--- src/rtl/fakeword_pkg.sv ---
package fakeword_pkg;
  localparam int CTRL_W = 2;

  typedef struct packed {
    logic loadWord;
    logic issueRead;
    logic obsCapture;
    logic bypassSel;
  } strobe_t;
endpackage

--- src/rtl/fakeword_ctrl.sv ---
module fakeword_ctrl
  import fakeword_pkg::*;
(
  input  logic    scanMode,
  input  logic    wrEn,
  input  logic    rdEn,
  output strobe_t stb
);
  always_comb begin
    stb            = '0;
    stb.bypassSel  = scanMode;
    stb.obsCapture = scanMode;
    stb.loadWord   = scanMode & wrEn;
    stb.issueRead  = scanMode & rdEn;
  end
endmodule

--- src/rtl/fakeword_dpath.sv ---
module fakeword_dpath
  import fakeword_pkg::*;
#(
  parameter int DW     = 32,
  parameter int AW     = 9,
  parameter int RD_LAT = 2
) (
  input  logic              clk,
  input  logic              rstN,
  input  strobe_t           stb,
  input  logic              wrEn,
  input  logic              rdEn,
  input  logic [AW-1:0]     memAddr,
  input  logic [DW-1:0]     memDin,
  input  logic [DW-1:0]     arrayDout,
  output logic [DW-1:0]     dataOut,
  output logic [DW-1:0]     emuWord,
  output logic [AW-1:0]     obsAddr,
  output logic [CTRL_W-1:0] obsCtrl
);
  localparam int STAGES = (RD_LAT > 1) ? RD_LAT - 1 : 1;

  logic [DW-1:0] wordQ;
  logic [DW-1:0] holdQ;
  logic          tailVld;
  logic [DW-1:0] tailData;

  // Single stored word: read samples the old value, so read-before-write.
  always_ff @(posedge clk or negedge rstN) begin
    if (!rstN)             wordQ <= '0;
    else if (stb.loadWord) wordQ <= memDin;
  end

  always_ff @(posedge clk or negedge rstN) begin
    if (!rstN) begin
      obsAddr <= '0;
      obsCtrl <= '0;
    end else if (stb.obsCapture) begin
      obsAddr <= memAddr;
      obsCtrl <= {wrEn, rdEn};
    end
  end

  generate
    if (RD_LAT <= 1) begin : gDirect
      assign tailVld  = stb.issueRead;
      assign tailData = wordQ;
    end else begin : gPipe
      logic [DW-1:0] pipeData [STAGES];
      logic [STAGES-1:0] pipeVld;
      always_ff @(posedge clk or negedge rstN) begin
        if (!rstN) begin
          pipeVld <= '0;
          for (int k = 0; k < STAGES; k++) pipeData[k] <= '0;
        end else begin
          pipeVld[0] <= stb.issueRead;
          if (stb.issueRead) pipeData[0] <= wordQ;
          for (int k = 1; k < STAGES; k++) begin
            pipeVld[k] <= pipeVld[k-1];
            if (pipeVld[k-1]) pipeData[k] <= pipeData[k-1];
          end
        end
      end
      assign tailVld  = pipeVld[STAGES-1];
      assign tailData = pipeData[STAGES-1];
    end
  endgenerate

  always_ff @(posedge clk or negedge rstN) begin
    if (!rstN)        holdQ <= '0;
    else if (tailVld) holdQ <= tailData;
  end

  assign emuWord = wordQ;
  assign dataOut = stb.bypassSel ? holdQ : arrayDout;
endmodule

--- src/rtl/fakeword_emu.sv ---
module fakeword_emu
  import fakeword_pkg::*;
#(
  parameter int DW     = 32,
  parameter int AW     = 9,
  parameter int RD_LAT = 2
) (
  input  logic              clk,
  input  logic              rstN,
  input  logic              scanMode,
  input  logic              wrEn,
  input  logic              rdEn,
  input  logic [AW-1:0]     memAddr,
  input  logic [DW-1:0]     memDin,
  input  logic [DW-1:0]     arrayDout,
  output logic [DW-1:0]     dataOut,
  output logic [DW-1:0]     emuWord,
  output logic [AW-1:0]     obsAddr,
  output logic [CTRL_W-1:0] obsCtrl
);
  strobe_t stb;

  fakeword_ctrl uCtrl (
    .scanMode(scanMode),
    .wrEn    (wrEn),
    .rdEn    (rdEn),
    .stb     (stb)
  );

  fakeword_dpath #(.DW(DW), .AW(AW), .RD_LAT(RD_LAT)) uDpath (
    .clk      (clk),
    .rstN     (rstN),
    .stb      (stb),
    .wrEn     (wrEn),
    .rdEn     (rdEn),
    .memAddr  (memAddr),
    .memDin   (memDin),
    .arrayDout(arrayDout),
    .dataOut  (dataOut),
    .emuWord  (emuWord),
    .obsAddr  (obsAddr),
    .obsCtrl  (obsCtrl)
  );
endmodule

--- config.mk ---
export PLATFORM = sky130hd
export DESIGN_NAME = fakeword_emu
export DESIGN_NICKNAME = d
export VERILOG_FILES = /design/src/rtl/fakeword_pkg.sv /design/src/rtl/fakeword_ctrl.sv /design/src/rtl/fakeword_dpath.sv /design/src/rtl/fakeword_emu.sv
export SDC_FILE = /design/constraint.sdc
export NUM_CORES = 1
export LEC_CHECK = 0
export ABC_AREA = 1
export BUFFER_PORTS_ARGS = -buffer_cell sky130_fd_sc_hd__buf_2
export CORE_UTILIZATION = 35
export CTS_CLUSTER_SIZE = 8
export DETAILED_ROUTE_END_ITERATION = 8
export PLACE_DENSITY_LB_ADDON = 0.05
export SLEW_MARGIN = 15
export SYNTH_ARGS = -nofsm -noshare
export SYNTH_HDL_FRONTEND = slang
export SYNTH_SLANG_ARGS = --single-unit
--- constraint.sdc ---
create_clock -name clk -period 1.81 [get_ports clk]
set_clock_uncertainty 0.05 [all_clocks]
set_input_delay 0.181 -clock clk [delete_from_list [all_inputs] [get_ports clk]]
set_output_delay 0.181 -clock clk [all_outputs]
set_load 0.01 [all_outputs]
* Word level (Yosys, flattened, before mapping)
Index checks and enable logic that the tools add are counted.
Storage, ports and cells: flip-flop bits (word level) 108, ROM bits 0, memories 0, RAM bits 0, bits in latches 0, logic and storage cells 9
Cells by class: divide/modulo/power cells 0, $mul 0, reductions and logical operators 0, add/subtract/negate cells 0, bitwise operators 2, shift operators 0, equal/unequal tests 0, magnitude comparators 0, mux-type cells 1
Operators with widths (number):
- 2-to-1 mux 32 bit | 1
- AND 1 bit | 2

* Depth between registers and ports, before layout
Gate-level depths: netlist (run 1).
word-level depth 1, mapped depth 5, depth with buffers taken out 3

* Cells and area by module
From an unflattened synthesis (run 1), not the netlist that was laid out.
Second synthesis, totals: cells, all modules 566, area, all modules 4757.1 um^2
By module, submodules not included:
- fakeword_dpath | cells an instance 560, seq. area each 2702.6 um^2, area an instance 4727.0 um^2, instances 1
- fakeword_ctrl | cells an instance 6, seq. area each 0.0 um^2, area an instance 30.0 um^2, instances 1

* Worst setup path after synthesis (run 1)
No wires, ideal clock.
path type input -> output, from input scanMode, to output dataOut[23], path buffers 2, setup slack 0.798 ns, stages 3, arrival 0.781 ns, data required time 1.579 ns, cell sequence buf_2 buf_2 o21ai_0
On the way: longest elaborated chain between the ends 1
RTL lines:
- start: declaration | line fakeword_emu.sv:10 | input logic scanMode,
- 2-to-1 mux 32 bit | line fakeword_dpath.sv:75 | assign dataOut = stb.bypassSel ? holdQ : arrayDout;
- end: declaration | line fakeword_emu.sv:16 | output logic [DW-1:0] dataOut,
Every way passes these cells.

* Final worst setup path (run 1)
from input scanMode, to output dataOut[25]
Same word-level chain as after synthesis.

==> results.toml, run 1 <==
[worst_setup_path]
critical_path_at_ns = 1.11
setup.worst_path.class = "in -> out"
critical_path.reg2reg.startpoint = "uDpath.gPipe.pipeVld"
critPathLaunchType = "input port"
worst-endpoint-required_ns = 1.58
worst_setup_path_end_kind = "output port"
destination_of_the_worst_register_to_register_timing_path = "uDpath.holdQ[12]"
setup.reg_to_reg.worst_slack_ns = 0.65
critical_path.max_fanout = 66
r2r.worst_path.cells = 2

[floorplan]
chipWidth_um = 117
floorplan.die.height_um = 117
dieArea_um2 = 13700
initial_core_util_pct = 36.3
row_count = 41
io_pins = 153
core_um2 = 12700

[global_routing]
first_global_vias = 3555
grt_remaining_overflow = 0
wire_length_of_the_first_global_routing_pass_mm = 17.5
grt_antenna_before_repair = 0
largest_net_degree_at_the_start_of_global_routing = 67
grt_use_total_pct = 16.9

[layout]
synthToLayoutAreaGrowth_pct = 28.1
fillerInstances = 1344
mostFrequentLayoutCell = "sky130_fd_sc_hd__nand2_1"
area.sequential_um2 = 2700
design.final.nets = 786
area_of_the_multi_input_gates_um2 = 1460
final_layout_size_suffix_gt1_share_pct = 24.2
most-common-layout-cells = "202 x sky130_fd_sc_hd__nand2_1, 150 x sky130_fd_sc_hd__buf_2, 107 x sky130_fd_sc_hd__dfrtp_1"
antenna_cells = 0
finalCoreUtilization_pct = 46.5

[clock_tree]
cts_num_sinks = 108
clk_path_buf_depth = 2
clock_tree_from_tritoncts = "done"
postCtsSetupBuffers = 0
root_buffer = "sky130_fd_sc_hd__clkbuf_16"
clock_transition_at_the_registers_of_the_reported_paths_ns = 0.06
clock_insertion_delay_worst_skew_ns = 0.34
post_cts_hold_buffer_count = 10
cts_buffers = 9
postCtsResizedCells = 0
htree_levels = 3

[timing]
achievable-frequency_ghz = 0.745
totalNegativeSetupSlack_ns = 0
worstMarginPinSlew_ns = 0.400
slew_headroom_pct = 73.3
total_setup_violations_reported_at_the_end_of_the_flow = 0
final.period_utilization_pct = 74.1
max_slew_violation_count = 0
fin_crit_ns = 1.34
final_hold_viol_count = 0
rsz_0062_raised_after_global_routing = "no"

[hold_path]
min_delay_worst_endpoint = "uDpath.emuWord[16]"
holdCritPathClass = "in -> reg"
min_delay_path_depth = 3
holdCritStartpoint = "memDin[16]"

[placement]
dp_hpwl_mm = 7.12
globalplace.congestion = 0.709
portBuffers = 152

[routing]
routed_wl_mm = 10.8
wire_per_inst_um = 12.3
met2_length_mm = 5.00
routed_via_density = 4.47
met3RoutedLength_um = 506
vias = 3945
detail_route.wirelength.met1_mm = 5.17
routed.top_layer = "met4"
detail_route.drc_violations = 0
drt_first_pass_iters = 4
route.antenna.remaining_nets = 0
drt_iter0_markers = 158

[pwr]
power_density_nw_per_um2 = 961
irDropWorstVdd_v = 0.000377
power.static_leakage_nw = 3.28

[synth]
avgSynthCellArea_um2 = 8.20
synthCells = 563
post_synth_instance_area_um2 = 4620
post_synth_num_cell_types = 8
ys.warnings.count = 0
mappedNetlistNets = 641
seq_area_frac_synth_pct = 58.5
synth-seq-cells = 108

[outcome]
outcome = "complete, no violations"

[job]
maxcap_violations = 0
==> worst max path at each step <==
| stage | slack, ns | depth (start not counted) | end | from |
|---|---|---|---|---|
| final | 0.47 | 5 | dataOut[25] | scanMode |
| after CTS | 0.44 | 5 | dataOut[25] | scanMode |
| after global routing | 0.34 | 5 | dataOut[3] | scanMode |
| after floorplan | 0.80 | 3 | dataOut[23] | scanMode |
| after global placement | 0.45 | 5 | dataOut[25] | scanMode |
| after detailed placement | 0.45 | 5 | dataOut[25] | scanMode |
==> kinds of logic after synthesis <==
family | synth area share, %
AOI/OAI and AO/OA | 8.13
buffers and inverters | 9.84
DFF | 58.5
and+or+nand+nor | 23.5
==> power breakdown <==
part	internal [mW]	switching (mW)	leakage [nW]
registers	2.77	0.226	1.37
clock network	0.913	0.786	0.116
logic	0.423	0.566	1.80
total	4.11	1.58	3.28
==> synthesized netlist by cell type <==
| library cell | n | area [µm²] |
|---|---|---|
| sky130_fd_sc_hd__nand2_1 | 202 | 758 |
| sky130_fd_sc_hd__nand3_1 | 64 | 320 |
| sky130_fd_sc_hd__buf_2 | 24 | 120 |
| sky130_fd_sc_hd__o21ai_0 | 75 | 375 |
| sky130_fd_sc_hd__inv_1 | 76 | 285 |
| sky130_fd_sc_hd__dfrtp_1 | 108 | 2700 |
| sky130_fd_sc_hd__nand2_2 | 1 | 6.26 |
| sky130_fd_sc_hd__clkbuf_1 | 13 | 48.8 |
==> registers in the layout, indices dropped and copies added, names as in the netlist <==
signal and cells:
uDpath.obsCtrl 2, uDpath.obsAddr 9, uDpath.gPipe.pipeVld 1, uDpath.emuWord 32, uDpath.holdQ 32, uDpath.gPipe.pipeData 32
==> per-stage QoR <==
step | setup WS (ns) | hold slack [ns] | instance area [µm²] | std cells | power (mW)
after global routing | 0.337 | 0.00896 | 5910 | 882 | 6.08
after floorplan | 0.798 | -0.165 | 4620 | 563 | 3.54
after CTS | 0.441 | 0.00467 | 5910 | 882 | 5.79
after detailed placement | 0.449 | 0.0829 | 5570 | 859 | 4.03
final | 0.468 | 0.0171 | 5910 | 882 | 5.68
after global placement | 0.455 | 0.0860 | 5570 | 859 | 4.01
==> critical path, cell delays in order <==
cell                      delay, ns
sky130_fd_sc_hd__buf_4         0.27
sky130_fd_sc_hd__buf_12        0.29
sky130_fd_sc_hd__nand2_1       0.10
sky130_fd_sc_hd__o21ai_0       0.08
sky130_fd_sc_hd__buf_2         0.15
==> area by class of cell <==
cell class,instances,area share [%]
clock buffer,13,4.06
inverter,76,4.82
multi-input combinational,342,24.7
sequential,108,45.7
tap,172,3.64
timing repair buffer,171,17.1
==> layer usage <==
layer | vias up | global-route usage, %
li1 | 2027 | -
met1 | 1810 | 22.6
met2 | 96 | 26.8
met3 | 12 | 3.24
met4 | 0 | 7.09
met5 | - | 0
Power figures use the tool's default switching activity.
==> run 2, diff against run 1 <==
- ABC_AREA: 1 -> 0
- clock period: 1.81 -> 1.1 ns (I/O delays scaled with it)
==> run 2 against run 1 <==
- the flow now finishes with violations (negative setup slack)
- synthesized area grew 0.16%
- highest routed layer unchanged
- wire length shrank 5.6%
- non-clock buffer count is 78 higher
- first-iteration DRC count shrank 51%
- register-to-register slack got worse by 0.76 ns
- sequential share of layout area fell by 8.2 points
- global-route usage down 1.2 points
- sequential cell count did not move
- critical path type is now reg -> out
- combinational power increased to 3.7 times the previous value
==> results.toml, run 2 <==
[routing]
wire_per_inst_um = 14.8
drt_iter0_markers = 78
detail_route.drc_violations = 0
drt_first_pass_iters = 4
routed_via_density = 4.39
vias = 3032
routed_wl_mm = 10.2
route.antenna.remaining_nets = 0

[clock_tree]
clock_tree_from_tritoncts = "done"
htree_levels = 3
clock_transition_at_the_registers_of_the_reported_paths_ns = 0.07
cts_num_sinks = 108
clock_insertion_delay_worst_skew_ns = 0.35
clk_path_buf_depth = 2
cts_buffers = 9
root_buffer = "sky130_fd_sc_hd__clkbuf_16"

[worst_setup_path]
worst_setup_path_end_kind = "output port"
cpMaxStageDelayCell = "sky130_fd_sc_hd__dfrtp_1"
worst-endpoint-required_ns = 0.94
worst_path_largest_cell_delay_ns = 0.42
critPathLaunchType = "register"
crit_chain = "mux2_4 -> buf_6"
critical_path.max_fanout = 2
critical_path_at_ns = 1.16
setup.worst_path.class = "reg -> out"

[floorplan]
initial_core_util_pct = 36.2
chipWidth_um = 117
floorplan.die.height_um = 117
core_um2 = 12800
dieArea_um2 = 13700
io_pins = 153
row_count = 41

[synth]
ys.warnings.count = 0
mappedNetlistNets = 345
complex_gate_fraction_of_the_synthesized_area_pct = 0.216
yosys_most_used_dff = "sky130_fd_sc_hd__dfrtp_1"
synth_top_cells_by_area = "sky130_fd_sc_hd__dfrtp_1 58%, sky130_fd_sc_hd__mux2_2 19%, sky130_fd_sc_hd__mux2_4 19%, sky130_fd_sc_hd__buf_6 1.5%, sky130_fd_sc_hd__buf_4 0.65%"
ys_top_cells_by_count = "108 x sky130_fd_sc_hd__dfrtp_1, 78 x sky130_fd_sc_hd__mux2_2, 57 x sky130_fd_sc_hd__mux2_4"
synthCells = 267
synth-seq-cells = 108
area_fraction_in_and_or_nand_and_nor_cells_after_synthesis_pct = 0.487
dominant_combinational_cell_family_by_area_after_synthesis = "multiplexers"
synth_top_cell_by_area = "sky130_fd_sc_hd__dfrtp_1"
synth_adder_area_share_pct = 0
synth_top_cell_area_share_pct = 58.4
synth.area.mux_share_pct = 38.0
synth_xor_xnor_area_share_pct = 0
number_of_synthesized_flops_with_an_enable_pin = 0
synthArstFlopShare_pct = 100
post_synth_instance_area_um2 = 4620
avgSynthCellArea_um2 = 17.3
seq_area_frac_synth_pct = 58.4
synth.most_common_cell = "sky130_fd_sc_hd__dfrtp_1"
post_synth_num_cell_types = 11

[timing]
final.period_utilization_pct = 120
max_slew_violation_count = 0
final_hold_viol_count = 0
achievable-frequency_ghz = 0.758
final_critical_path_setup_slack_ns = -0.220
total_setup_violations_reported_at_the_end_of_the_flow = 53
worstMarginPinSlew_ns = 0.291
totalNegativeSetupSlack_ns = -7.70
rsz_0062_raised_after_global_routing = "yes"
slew_headroom_pct = 80.6
fin_crit_ns = 1.32

[hold_path]
holdCritPathClass = "in -> async"

[pwr]
irDropWorstVdd_v = 0.00138
power.static_leakage_nw = 3.64
power_density_nw_per_um2 = 1750

[layout]
design.final.nets = 590
mostFrequentLayoutCell = "sky130_fd_sc_hd__buf_2"
final_layout_size_suffix_gt1_share_pct = 70.0
most-common-layout-cells = "119 x sky130_fd_sc_hd__buf_2, 107 x sky130_fd_sc_hd__dfrtp_1, 100 x sky130_fd_sc_hd__mux2_4"
area_of_the_multi_input_gates_um2 = 1950
synthToLayoutAreaGrowth_pct = 55.7
fillerInstances = 1062
area.sequential_um2 = 2700
stdcell_count = 690

[placement]
portBuffers = 152
dp_hpwl_mm = 6.54
dpl.cell_count = 592
globalplace.congestion = 0.664

[outcome]
outcome = "complete, but fails checks"
violations = "negative setup slack"

[global_routing]
grt_antenna_before_repair = 1
first_global_vias = 3025
grt_use_total_pct = 15.7
largest_net_degree_at_the_start_of_global_routing = 44
wire_length_of_the_first_global_routing_pass_mm = 15.8
grt_remaining_overflow = 0

[job]
maxcap_violations = 0
==> run 2: path summary, 6_finish.rpt <==
kind	start	end	slack, ns	depth (start not counted)
hold reg to reg	uDpath.gPipe.pipeData[30]	uDpath.holdQ[30]	0.45	1
max in group asynchronous	rstN	uDpath.emuWord[21]	0.34	3
setup reg to reg	uDpath.gPipe.pipeVld	uDpath.holdQ[14]	-0.11	3
hold / removal	rstN	uDpath.emuWord[2]	0.13	2
min in group clk	rdEn	uDpath.gPipe.pipeVld	0.13	4
setup / recovery	uDpath.holdQ[31]	dataOut[31]	-0.22	2
==> run 2: metal layers <==
| layer | routed length (µm) | track usage, % | up-vias |
|---|---|---|---|
| li1 | - | - | 1436 |
| met1 | 4720 | 20.4 | 1499 |
| met4 | 163 | 6.58 | 0 |
| met2 | 4850 | 24.7 | 88 |
| met5 | 0 | 0 | - |
| met3 | 485 | 4.33 | 9 |
==> run 2: layout make-up <==
type | instances | share of cell area [%]
multi-input cells | 141 | 27.1
well taps | 172 | 2.99
inverters | 3 | 0.156
diodes | 1 | 0.0347
clock buffers | 11 | 3.37
clock inverters | 5 | 1.16
repair buffers | 249 | 27.7
flip-flops and latches | 108 | 37.5
==> run 2: what timing repair did <==
action,in CTS,in global routing
hold buffers,42,0
setup buffers,10,27
endpoints found under the hold margin,149,0
gates cloned,2,1
gates resized for setup,66,13
setup endpoints to repair,50,77
==> run 2: cell families after synthesis <==
family          count (synthesis)
buf+inv                        18
simple gates                    2
mux                           137
flops                         108
compound gates                  2
==> run 2: critical path, delay by kind of cell (launching register included) <==
family / cells / cell delay, ns
flops: 1 / 0.42
buf+inv: 1 / 0.12
mux: 1 / 0.28
==> run 2: where the power goes <==
group | switching [mW] | internal, mW | total, mW
combinational | 1.13 | 2.56 | 3.69
sequential | 0.557 | 4.87 | 5.42
clock | 1.44 | 2.07 | 3.50
total | 3.12 | 9.49 | 12.6
==> run 2: through the flow <==
stage | instance area [µm²] | power, mW | utilization [%] | setup slack (ns) | hold WS, ns
after floorplan | 4630 | 7.00 | - | -0.0165 | -0.236
final | 7200 | 12.6 | 56.4 | -0.220 | 0.128
after CTS | 6960 | 12.5 | 54.5 | -0.243 | 0.115
after global routing | 7200 | 13.4 | 56.4 | -0.262 | 0.149
after global placement | 5740 | 8.02 | 44.9 | -0.0868 | -0.0356
after detailed placement | 5740 | 8.08 | 44.9 | -0.106 | -0.0298
==> run 3, diff against run 2 <==
--- a/config.mk
+++ b/config.mk
@@ -8,3 +8,2 @@
 export ABC_AREA = 0
-export BUFFER_PORTS_ARGS = -buffer_cell sky130_fd_sc_hd__buf_2
 export CORE_UTILIZATION = 35
@@ -12,2 +11,3 @@
 export DETAILED_ROUTE_END_ITERATION = 8
+export DONT_BUFFER_PORTS = 1
 export PLACE_DENSITY_LB_ADDON = 0.05
==> constraint.sdc (replaced) <==
create_clock -name clk -period 1.35 [get_ports clk]
set_clock_uncertainty 0.05 [all_clocks]
set_input_delay 0.135 -clock clk [delete_from_list [all_inputs] [get_ports clk]]
set_output_delay 0.135 -clock clk [all_outputs]
set_load 0.1 [all_outputs]
==> run 3 against run 2 <==
- the flow finishes with violations (negative hold slack)
- critical path depth is 1 lower
- count of clock-buffer cells in the layout is 2 higher
- critical path type unchanged
- via count is 17% lower
- combinational power is 30% higher
- die area stayed put
- cell count is 23% lower
- sequential cell count stayed put
- critical endpoint is now dataOut[26]
==> results.toml, run 3 (same netlist as run 2, synthesis figures left out) <==
[clock_tree]
post_cts_hold_buffer_count = 43
cts_buffers = 9
cts_num_sinks = 108
clock_insertion_delay_worst_skew_ns = 0.34
clock_transition_at_the_registers_of_the_reported_paths_ns = 0.06
clk_path_buf_depth = 2
root_buffer = "sky130_fd_sc_hd__clkbuf_16"
clock_tree_from_tritoncts = "done"
htree_levels = 3

[placement]
dpl.cell_count = 471
globalplace.congestion = 0.612
dp_hpwl_mm = 5.21
placed_cell_area_um2 = 5210
portBuffers = 0
detailedPlace.worstSlack_ns = 0.256

[floorplan]
core_um2 = 12800
io_pins = 153
initial_core_util_pct = 36.2
row_count = 41
floorplan.die.height_um = 117
chipWidth_um = 117
dieArea_um2 = 13700

[routing]
detail_route.drc_violations = 0
routed_via_density = 4.74
drt_iter0_markers = 69
drt_first_pass_iters = 2
wire_per_inst_um = 16.6
routed_wl_mm = 8.81
route.antenna.remaining_nets = 0
vias = 2511

[timing]
final.period_utilization_pct = 98.9
final_critical_path_setup_slack_ns = 0.0153
max_slew_violation_count = 0
achievable-frequency_ghz = 0.749
slew_headroom_pct = 57.6
rsz_0062_raised_after_global_routing = "yes"
final_hold_viol_count = 108
worstMarginPinSlew_ns = 0.635
fin_crit_ns = 1.33
total_setup_violations_reported_at_the_end_of_the_flow = 0
finalHoldWorstSlack_ns = -0.563

[layout]
mostFrequentLayoutCell = "sky130_fd_sc_hd__dfrtp_1"
design.final.nets = 432
synthToLayoutAreaGrowth_pct = 30.6
area.sequential_um2 = 2700
stdcell_count = 530
antenna_cells = 0
most-common-layout-cells = "107 x sky130_fd_sc_hd__dfrtp_1, 89 x sky130_fd_sc_hd__mux2_4, 46 x sky130_fd_sc_hd__mux2_2"
final_layout_size_suffix_gt1_share_pct = 55.6
finalCoreUtilization_pct = 47.3
fin_area_um2 = 6040
area_of_the_multi_input_gates_um2 = 1910
fillerInstances = 1120

[worst_setup_path]
worst_path_largest_cell_delay_ns = 0.41
worst_setup_path_end_kind = "output port"
cpMaxStageDelayCell = "sky130_fd_sc_hd__mux2_4"
setup.worst_path.class = "reg -> out"
critical_path.max_fanout = 2
critPathLaunchType = "register"
worstPathBufferInverterCount = 0
worst-endpoint-required_ns = 1.16
critical-path-top-delay-family = "multiplexers"
crit_chain = "mux2_4"
critical_path_at_ns = 1.15

[global_routing]
wire_length_of_the_first_global_routing_pass_mm = 13.4
largest_net_degree_at_the_start_of_global_routing = 109
grt_remaining_overflow = 0
grt_use_total_pct = 13.5
first_global_vias = 2483
grt_antenna_before_repair = 0

[hold_path]
holdCritPathClass = "in -> async"

[outcome]
outcome = "complete, but fails checks"
violations = "negative hold slack"

[pwr]
power.static_leakage_nw = 2.88
power_density_nw_per_um2 = 1940
irDropWorstVdd_v = 0.000933

[job]
maxcap_violations = 0
[run 3: changes by cell type in the layout (fill, tap and decap cells not counted), sizes merged]
cell,change
inv,-1
diode,-1
clkinv,+2
buf,-158
clkbuf,+1
bufinv,-2
clkinvlp,-2
dlymetal6s4s,+1
[run 3: report_power, final]
group          leakage (nW)  internal [mW]  switching [mW]
sequential             1.28           3.97           0.499
combinational          1.47           1.50            3.31
clock                 0.135           1.34            1.09
[run 3: worst paths after layout]
kind	slack, ns	endpoint	depth (start not counted)	start
setup / recovery	0.02	dataOut[26]	1	uDpath.holdQ[26]
hold / removal	-0.56	uDpath.obsAddr[4]	0	rstN
max in group asynchronous	1.66	uDpath.gPipe.pipeVld	0	rstN
hold reg to reg	0.44	uDpath.holdQ[4]	1	uDpath.holdQ[4]
setup reg to reg	0.09	uDpath.obsCtrl[0]	3	uDpath.obsCtrl[0]
min in group clk	0.09	uDpath.gPipe.pipeVld	3	rdEn
[run 3: cell type report]
class	instances	area share (%)
flip-flops and latches	108	44.8
multi-input cells	141	31.6
repair buffers	91	15.4
clock buffers	13	4.31
well taps	172	3.56
inverters	3	0.186
clock inverters	2	0.166
[run 3: metrics by stage]
step | setup TNS (ns) | total power [mW]
finish | 0 | 11.7
global route | -0.168 | 12.2
CTS | -0.0287 | 11.8
detailed placement | 0 | 9.08
global placement | 0 | 9.04
floorplan | 0 | 8.40
[run 3: layer usage]
layer / wire length, µm / track usage, % / part of all wire [%] / vias to the layer above
met3: 398 / 2.63 / 4.5 / 12
li1: - / - / - / 1123
met1: 4130 / 18.2 / 47 / 1283
met4: 183 / 7.09 / 2.1 / 0
met2: 4100 / 20.6 / 46 / 93
met5: 0 / 0 / 0 / -
[run 3: repair_timing]
item / in CTS / in global routing
setup endpoints to repair: 32 / 31
setup buffers: 0 / 1
pin swaps: 0 / 0
gates resized for setup: 32 / 1
hold endpoints to repair: 151 / 108
